File: config.mk
export PLATFORM = sky130hd
export DESIGN_NAME = arb_mtb_top
export DESIGN_NICKNAME = d
export VERILOG_FILES = /design/src/rtl/arb_mtb_pkg.sv /design/src/rtl/arb_prio_list.sv /design/src/rtl/arb_pick.sv /design/src/rtl/arb_mtb_top.sv
export SDC_FILE = /design/constraint.sdc
export NUM_CORES = 1
export LEC_CHECK = 0
export BUFFER_PORTS_ARGS = -buffer_cell sky130_fd_sc_hd__buf_2
export CAP_MARGIN = 40
export CORE_MARGIN = 4
export CORE_UTILIZATION = 55
export DETAILED_ROUTE_END_ITERATION = 6
export GPL_ROUTABILITY_DRIVEN = 1
export GPL_TIMING_DRIVEN = 0
export PLACE_DENSITY = 0.72
export SLEW_MARGIN = 20
export SYNTH_ARGS = -nofsm -noshare
export SYNTH_HDL_FRONTEND = slang
export SYNTH_SLANG_ARGS = --single-unit
export TNS_END_PERCENT = 5
File: constraint.sdc
create_clock -name clk -period 4.5 [get_ports clk]
set_clock_uncertainty 0.05 [all_clocks]
set_input_delay 0 -clock clk [delete_from_list [all_inputs] [get_ports clk]]
set_output_delay 0 -clock clk [all_outputs]
set_load 0.01 [all_outputs]
File: src/rtl/arb_mtb_pkg.sv
package arb_mtb_pkg;

  typedef enum logic {
    ARB_FIXED     = 1'b0,
    ARB_MOVE_BACK = 1'b1
  } arb_mode_e;

  typedef enum logic {
    OWN_IDLE = 1'b0,
    OWN_BUSY = 1'b1
  } own_state_e;

  function automatic int unsigned idx_width(input int unsigned n);
    return (n < 2) ? 1 : $clog2(n);
  endfunction

endpackage

File: src/rtl/arb_prio_list.sv
module arb_prio_list
  import arb_mtb_pkg::*;
#(
  parameter int unsigned N  = 5,
  parameter int unsigned IW = idx_width(N)
) (
  input  logic            clk,
  input  logic            rst_n,
  input  logic            upd_en,
  input  logic [IW-1:0]   mover,
  output logic [N*IW-1:0] list_o
);

  logic [IW-1:0] slot_q [N];
  logic [IW-1:0] slot_d [N];
  logic [N-1:0]  hit;
  logic [N-1:0]  passed;

  // hit marks the slot holding the mover; passed is set at and behind it
  for (genvar s = 0; s < N; s++) begin : g_match
    assign hit[s] = (slot_q[s] == mover);
    if (s == 0) begin : g_first
      assign passed[s] = hit[s];
    end else begin : g_rest
      assign passed[s] = passed[s-1] | hit[s];
    end
  end

  for (genvar s = 0; s < N; s++) begin : g_slot
    if (s == N-1) begin : g_tail
      always_comb begin
        slot_d[s] = slot_q[s];
        if (upd_en) slot_d[s] = mover;
      end
    end else begin : g_body
      always_comb begin
        slot_d[s] = slot_q[s];
        if (upd_en && passed[s]) slot_d[s] = slot_q[s+1];
      end
    end

    always_ff @(posedge clk or negedge rst_n) begin
      if (!rst_n) begin
        slot_q[s] <= IW'(s);
      end else if (upd_en) begin
        slot_q[s] <= slot_d[s];
      end
    end

    assign list_o[s*IW +: IW] = slot_q[s];
  end

endmodule

File: src/rtl/arb_pick.sv
module arb_pick
  import arb_mtb_pkg::*;
#(
  parameter int unsigned N  = 5,
  parameter int unsigned IW = idx_width(N)
) (
  input  logic [N-1:0]    req,
  input  arb_mode_e       mode,
  input  logic [N*IW-1:0] list_i,
  output logic            valid,
  output logic [IW-1:0]   winner
);

  logic [IW-1:0] fixed_win;
  logic [IW-1:0] list_win;
  logic [IW-1:0] entry [N];

  for (genvar s = 0; s < N; s++) begin : g_unpack
    assign entry[s] = list_i[s*IW +: IW];
  end

  // scan from the back so the earliest match is the last assignment
  always_comb begin
    fixed_win = '0;
    for (int i = N-1; i >= 0; i--) begin
      if (req[i]) fixed_win = IW'(i);
    end
  end

  always_comb begin
    list_win = entry[0];
    for (int s = N-1; s >= 0; s--) begin
      if (req[entry[s]]) list_win = entry[s];
    end
  end

  assign valid  = |req;
  assign winner = (mode == ARB_MOVE_BACK) ? list_win : fixed_win;

endmodule

File: src/rtl/arb_mtb_top.sv
module arb_mtb_top
  import arb_mtb_pkg::*;
#(
  parameter int unsigned N = 5
) (
  input  logic         clk,
  input  logic         rst_n,
  input  logic         mode_i,
  input  logic         host_en_i,
  input  logic         local_req_i,
  input  logic [N-1:0] req_ext_i,
  input  logic         xfer_done_i,
  output logic [N-1:0] gnt_o
);

  localparam int unsigned IW = idx_width(N);

  logic [N-1:0]    eff_req;
  logic [N*IW-1:0] list_w;
  logic            pick_valid;
  logic [IW-1:0]   pick_idx;

  own_state_e      state_q, state_d;
  logic [IW-1:0]   owner_q, owner_d;
  arb_mode_e       rot_q, rot_d;
  logic [N-1:0]    gnt_q, gnt_d;
  logic            list_upd;
  logic            ctl_en;

  // master 0 request source
  always_comb begin
    eff_req    = req_ext_i;
    eff_req[0] = host_en_i ? local_req_i : req_ext_i[0];
  end

  arb_pick #(.N(N), .IW(IW)) u_pick (
    .req    (eff_req),
    .mode   (arb_mode_e'(mode_i)),
    .list_i (list_w),
    .valid  (pick_valid),
    .winner (pick_idx)
  );

  arb_prio_list #(.N(N), .IW(IW)) u_list (
    .clk    (clk),
    .rst_n  (rst_n),
    .upd_en (list_upd),
    .mover  (owner_q),
    .list_o (list_w)
  );

  always_comb begin
    state_d  = state_q;
    owner_d  = owner_q;
    rot_d    = rot_q;
    gnt_d    = gnt_q;
    list_upd = 1'b0;
    ctl_en   = 1'b0;
    unique case (state_q)
      OWN_IDLE: begin
        if (pick_valid) begin
          ctl_en  = 1'b1;
          state_d = OWN_BUSY;
          owner_d = pick_idx;
          rot_d   = arb_mode_e'(mode_i);
          gnt_d   = N'(1) << pick_idx;
        end
      end
      OWN_BUSY: begin
        if (xfer_done_i) begin
          ctl_en   = 1'b1;
          state_d  = OWN_IDLE;
          gnt_d    = '0;
          list_upd = (rot_q == ARB_MOVE_BACK);
        end
      end
      default: ;
    endcase
  end

  always_ff @(posedge clk or negedge rst_n) begin
    if (!rst_n) begin
      state_q <= OWN_IDLE;
      owner_q <= '0;
      rot_q   <= ARB_FIXED;
      gnt_q   <= '0;
    end else if (ctl_en) begin
      state_q <= state_d;
      owner_q <= owner_d;
      rot_q   <= rot_d;
      gnt_q   <= gnt_d;
    end
  end

  assign gnt_o = gnt_q;

endmodule

==> results.yml <==
placement:
  numPortBuffers: 13
  pre_cts_ws_ns: 2.079
  dp_hpwl_um: 2818
  routabilityCongestion: 0.9686
floorplan:
  die_w_um: 64.30
  start_util: 0.5709
  die_h_um: 64.30
  core.rowCount: 20
  dieArea_mm2: 0.004134
  io_pins: 16
  coreArea_mm2: 0.003053
synthesis:
  synth_cell_types: 52
  ys.flop_type: "dfrtp_1"
  avgSynthCellArea_um2: 10.13
  synth.cell_area_mm2: 0.001743
  synth_nets: 183
  ys_ff_latch: 25
  synth_edf_count: 0
  synth_seq_area_share: 0.3625
  synthCells: 172
  async_flop_share: 1.000
  yosys_warnings: 0
sta:
  finalSetupViolCount: 0
  rsz0062_at_grt: "no"
  tns_ns: 0
  hold_viol_final: 0
  fin_crit_ns: 2.448
  tightest_slew_ns: 0.5639
  fmax_ghz: 0.4084
  period_share: 0.5441
  finalMaxSlewViolations: 0
  fin_ws_ns: 2.052
  slew_headroom: 0.6227
worst_setup_path:
  rr_startpoint: "u_list.list_o[9]$_DFFE_PN1P_"
  crit_type: "flop to flop"
  crit_top_cell: "nand3b_1"
  cpLargestDelayFamily: "simple AND/OR/NAND/NOR gates"
  crit_buf_inv: 1
  regToRegSetupSlack_ns: 2.05
  start_kind: "flop"
  end_kind: "flop"
  max_stage_delay_ns: 0.53
  cp_max_fo: 8
  reg2reg_to: "gnt_o[1]$_DFFE_PN0P_"
  cp.arrival_ns: 2.61
  cp_cell_sequence: "clkbuf_1, mux2_2, nand3b_1, nand3b_1, nor3_1, o211ai_2, and2_4, a32o_1"
  crit_slowest_cell: "dfstp_2"
  r2r_cells: 8
  cp.required_ns: 4.66
routing:
  via_per_inst: 5.962
  vias: 1401
  routedWlPerCell_um: 16.02
  drtAntennaViolNets: 0
  drc: 0
  drt-pass1-iter-count: 4
  routed_wl_um: 3765
  drtIter0Drc: 107
global_route:
  gr-total-overflow: 0
  grt_pass1_wl_um: 6548
  grtUsageMet1: 0.2718
  grt_max_degree: 26
  antenna_found_initial: 0
  grt-busiest-layer: "met2"
  use_met2: 0.3157
  grtUsageMet3: 0.02636
  grt_use_total: 0.1963
  grt_pass1_vias: 1425
clock_tree:
  clockRootBuffer: "clkbuf_4"
  worstSkewPairLatency_ns: 0.31
  cts_resized: 0
  clkSinkCount: 25
  clk_pin_slew_ns: 0.13
  h-tree-depth: 1
  clock_path_buffers: 2
  cts_made_buffers: 3
  cts_tree: "built"
power:
  total_power_mw: 1.238
  p_leak_nw: 0.8068
  vdd_ir_drop_max_v: 0.0003587
  powerDensity_mw_per_mm2: 648.4
outcome:
  outcome: "complete, no violations"
finish:
  diodes: 0
  final_nets: 203
  fill_cells: 272
  drive_gt1_frac: 0.3089
  area_delta_synth_final_pct: 9.548
job:
  timing.max_cap.violations: 0
hold_path:
  worstHoldPathCells: 2
  min-delay-start: "mode_i"
  hp-class: "primary input to flop"
  hold_end: "rot_q$_DFFE_PN0P_"
-- worst max-delay path by stage --
stage	cells past startpoint	slack [ns]	from	end
3_5_place_dp	8	2.08	u_list.list_o[9]$_DFFE_PN1P_	gnt_o[1]$_DFFE_PN0P_
6_report	8	2.05	u_list.list_o[9]$_DFFE_PN1P_	gnt_o[1]$_DFFE_PN0P_
3_3_place_gp	8	2.12	u_list.list_o[9]$_DFFE_PN1P_	gnt_o[1]$_DFFE_PN0P_
2_1_floorplan	8	2.32	u_list.list_o[9]$_DFFE_PN1P_	gnt_o[1]$_DFFE_PN0P_
4_1_cts	8	2.07	u_list.list_o[9]$_DFFE_PN1P_	gnt_o[1]$_DFFE_PN0P_
5_1_grt	8	1.95	u_list.list_o[9]$_DFFE_PN1P_	gnt_o[1]$_DFFE_PN0P_
-- registers in the layout, summed over array words and instances, names as in the netlist --
signal         flops
u_list.list_o     15
gnt_o              5
owner_q            3
rot_q              1
state_q            1
-- cells in the final DEF, fill, tap and decap left out, types with 4 or more instances in the layout --
| master | count |
|---|---|
| buf_2 | 19 |
| nand2_1 | 6 |
| xor2_1 | 11 |
| mux2_2 | 17 |
| o211ai_1 | 5 |
| clkbuf_1 | 6 |
| o21ai_1 | 5 |
| dfrtp_1 | 20 |
| nor2_1 | 12 |
| mux2_1 | 4 |
| a21oi_1 | 5 |
| nand3b_1 | 8 |
| dfstp_2 | 5 |
| nand2b_1 | 7 |
-- where the power goes --
part	switching, mW	total [mW]	internal [mW]	leakage [nW]
logic	0.377	0.710	0.333	0.485
registers	0.0952	0.432	0.336	0.307
clock network	0.0618	0.0964	0.0346	0.0150
total	0.534	1.24	0.704	0.807
-- area by class of cell --
| type | instances | area (um^2) | area share |
|---|---|---|---|
| plain buffers | 13 | 58.81 | 0.03080 |
| clock buffers | 4 | 26.28 | 0.01376 |
| inverters | 3 | 11.26 | 0.005898 |
| multi-input cells | 131 | 1041 | 0.5452 |
| flip-flops and latches | 25 | 631.9 | 0.3309 |
| well taps | 44 | 55.05 | 0.02883 |
| repair buffers | 15 | 85.08 | 0.04456 |
-- synthesized netlist by cell type, types with 3 or more instances --
cell type / count / area (um^2)
nand3b_1: 8 / 60.06
nor3_1: 3 / 15.01
nand2_1: 6 / 22.52
and2_1: 3 / 18.77
o211ai_1: 5 / 37.54
a21oi_1: 5 / 25.02
xor2_1: 11 / 96.34
dfrtp_1: 20 / 500.5
dfstp_2: 5 / 131.4
mux2_2: 17 / 191.4
nor2_1: 12 / 45.04
clkbuf_1: 5 / 18.77
mux2_1: 4 / 45.04
buf_2: 6 / 30.03
o211ai_2: 3 / 37.54
nand2b_1: 7 / 43.79
a31oi_1: 3 / 18.77
o21ai_1: 5 / 25.02
-- metal layers --
| layer | vias up | routed length [um] |
|---|---|---|
| met2 | 38 | 1754 |
| met5 | - | 0 |
| met1 | 677 | 1771 |
| met4 | 0 | 70 |
| met3 | 10 | 169 |
| li1 | 676 | - |
-- per-stage QoR --
stage | utilization | hold slack [ns] | area (um^2) | instances
2_1_floorplan | - | -0.3456 | 1743 | 172
3_3_place_gp | 0.6102 | -0.05429 | 1863 | 229
3_5_place_dp | 0.6102 | -0.03241 | 1863 | 229
4_1_cts | 0.6254 | 0.02617 | 1909 | 235
5_1_grt | 0.6254 | 0.04492 | 1909 | 235
6_report | 0.6254 | 0.04568 | 1909 | 235
-- repair_timing --
item                                   in CTS  in global routing
endpoints found under the hold margin      26                  0
hold buffers                                2                  0
buffers inserted                            0                  0
-- kinds of logic (layout without fill, tap and decap cells) --
kind of cell | count (synthesis) | count (layout) | share of synthesized area
xor+xnor | 12 | 12 | 0.06030
mux | 25 | 25 | 0.1687
flops | 25 | 25 | 0.3625
buf+inv | 16 | 35 | 0.04020
simple gates | 57 | 57 | 0.2024
compound gates | 37 | 37 | 0.1658
(Power assumes the default switching activity.)
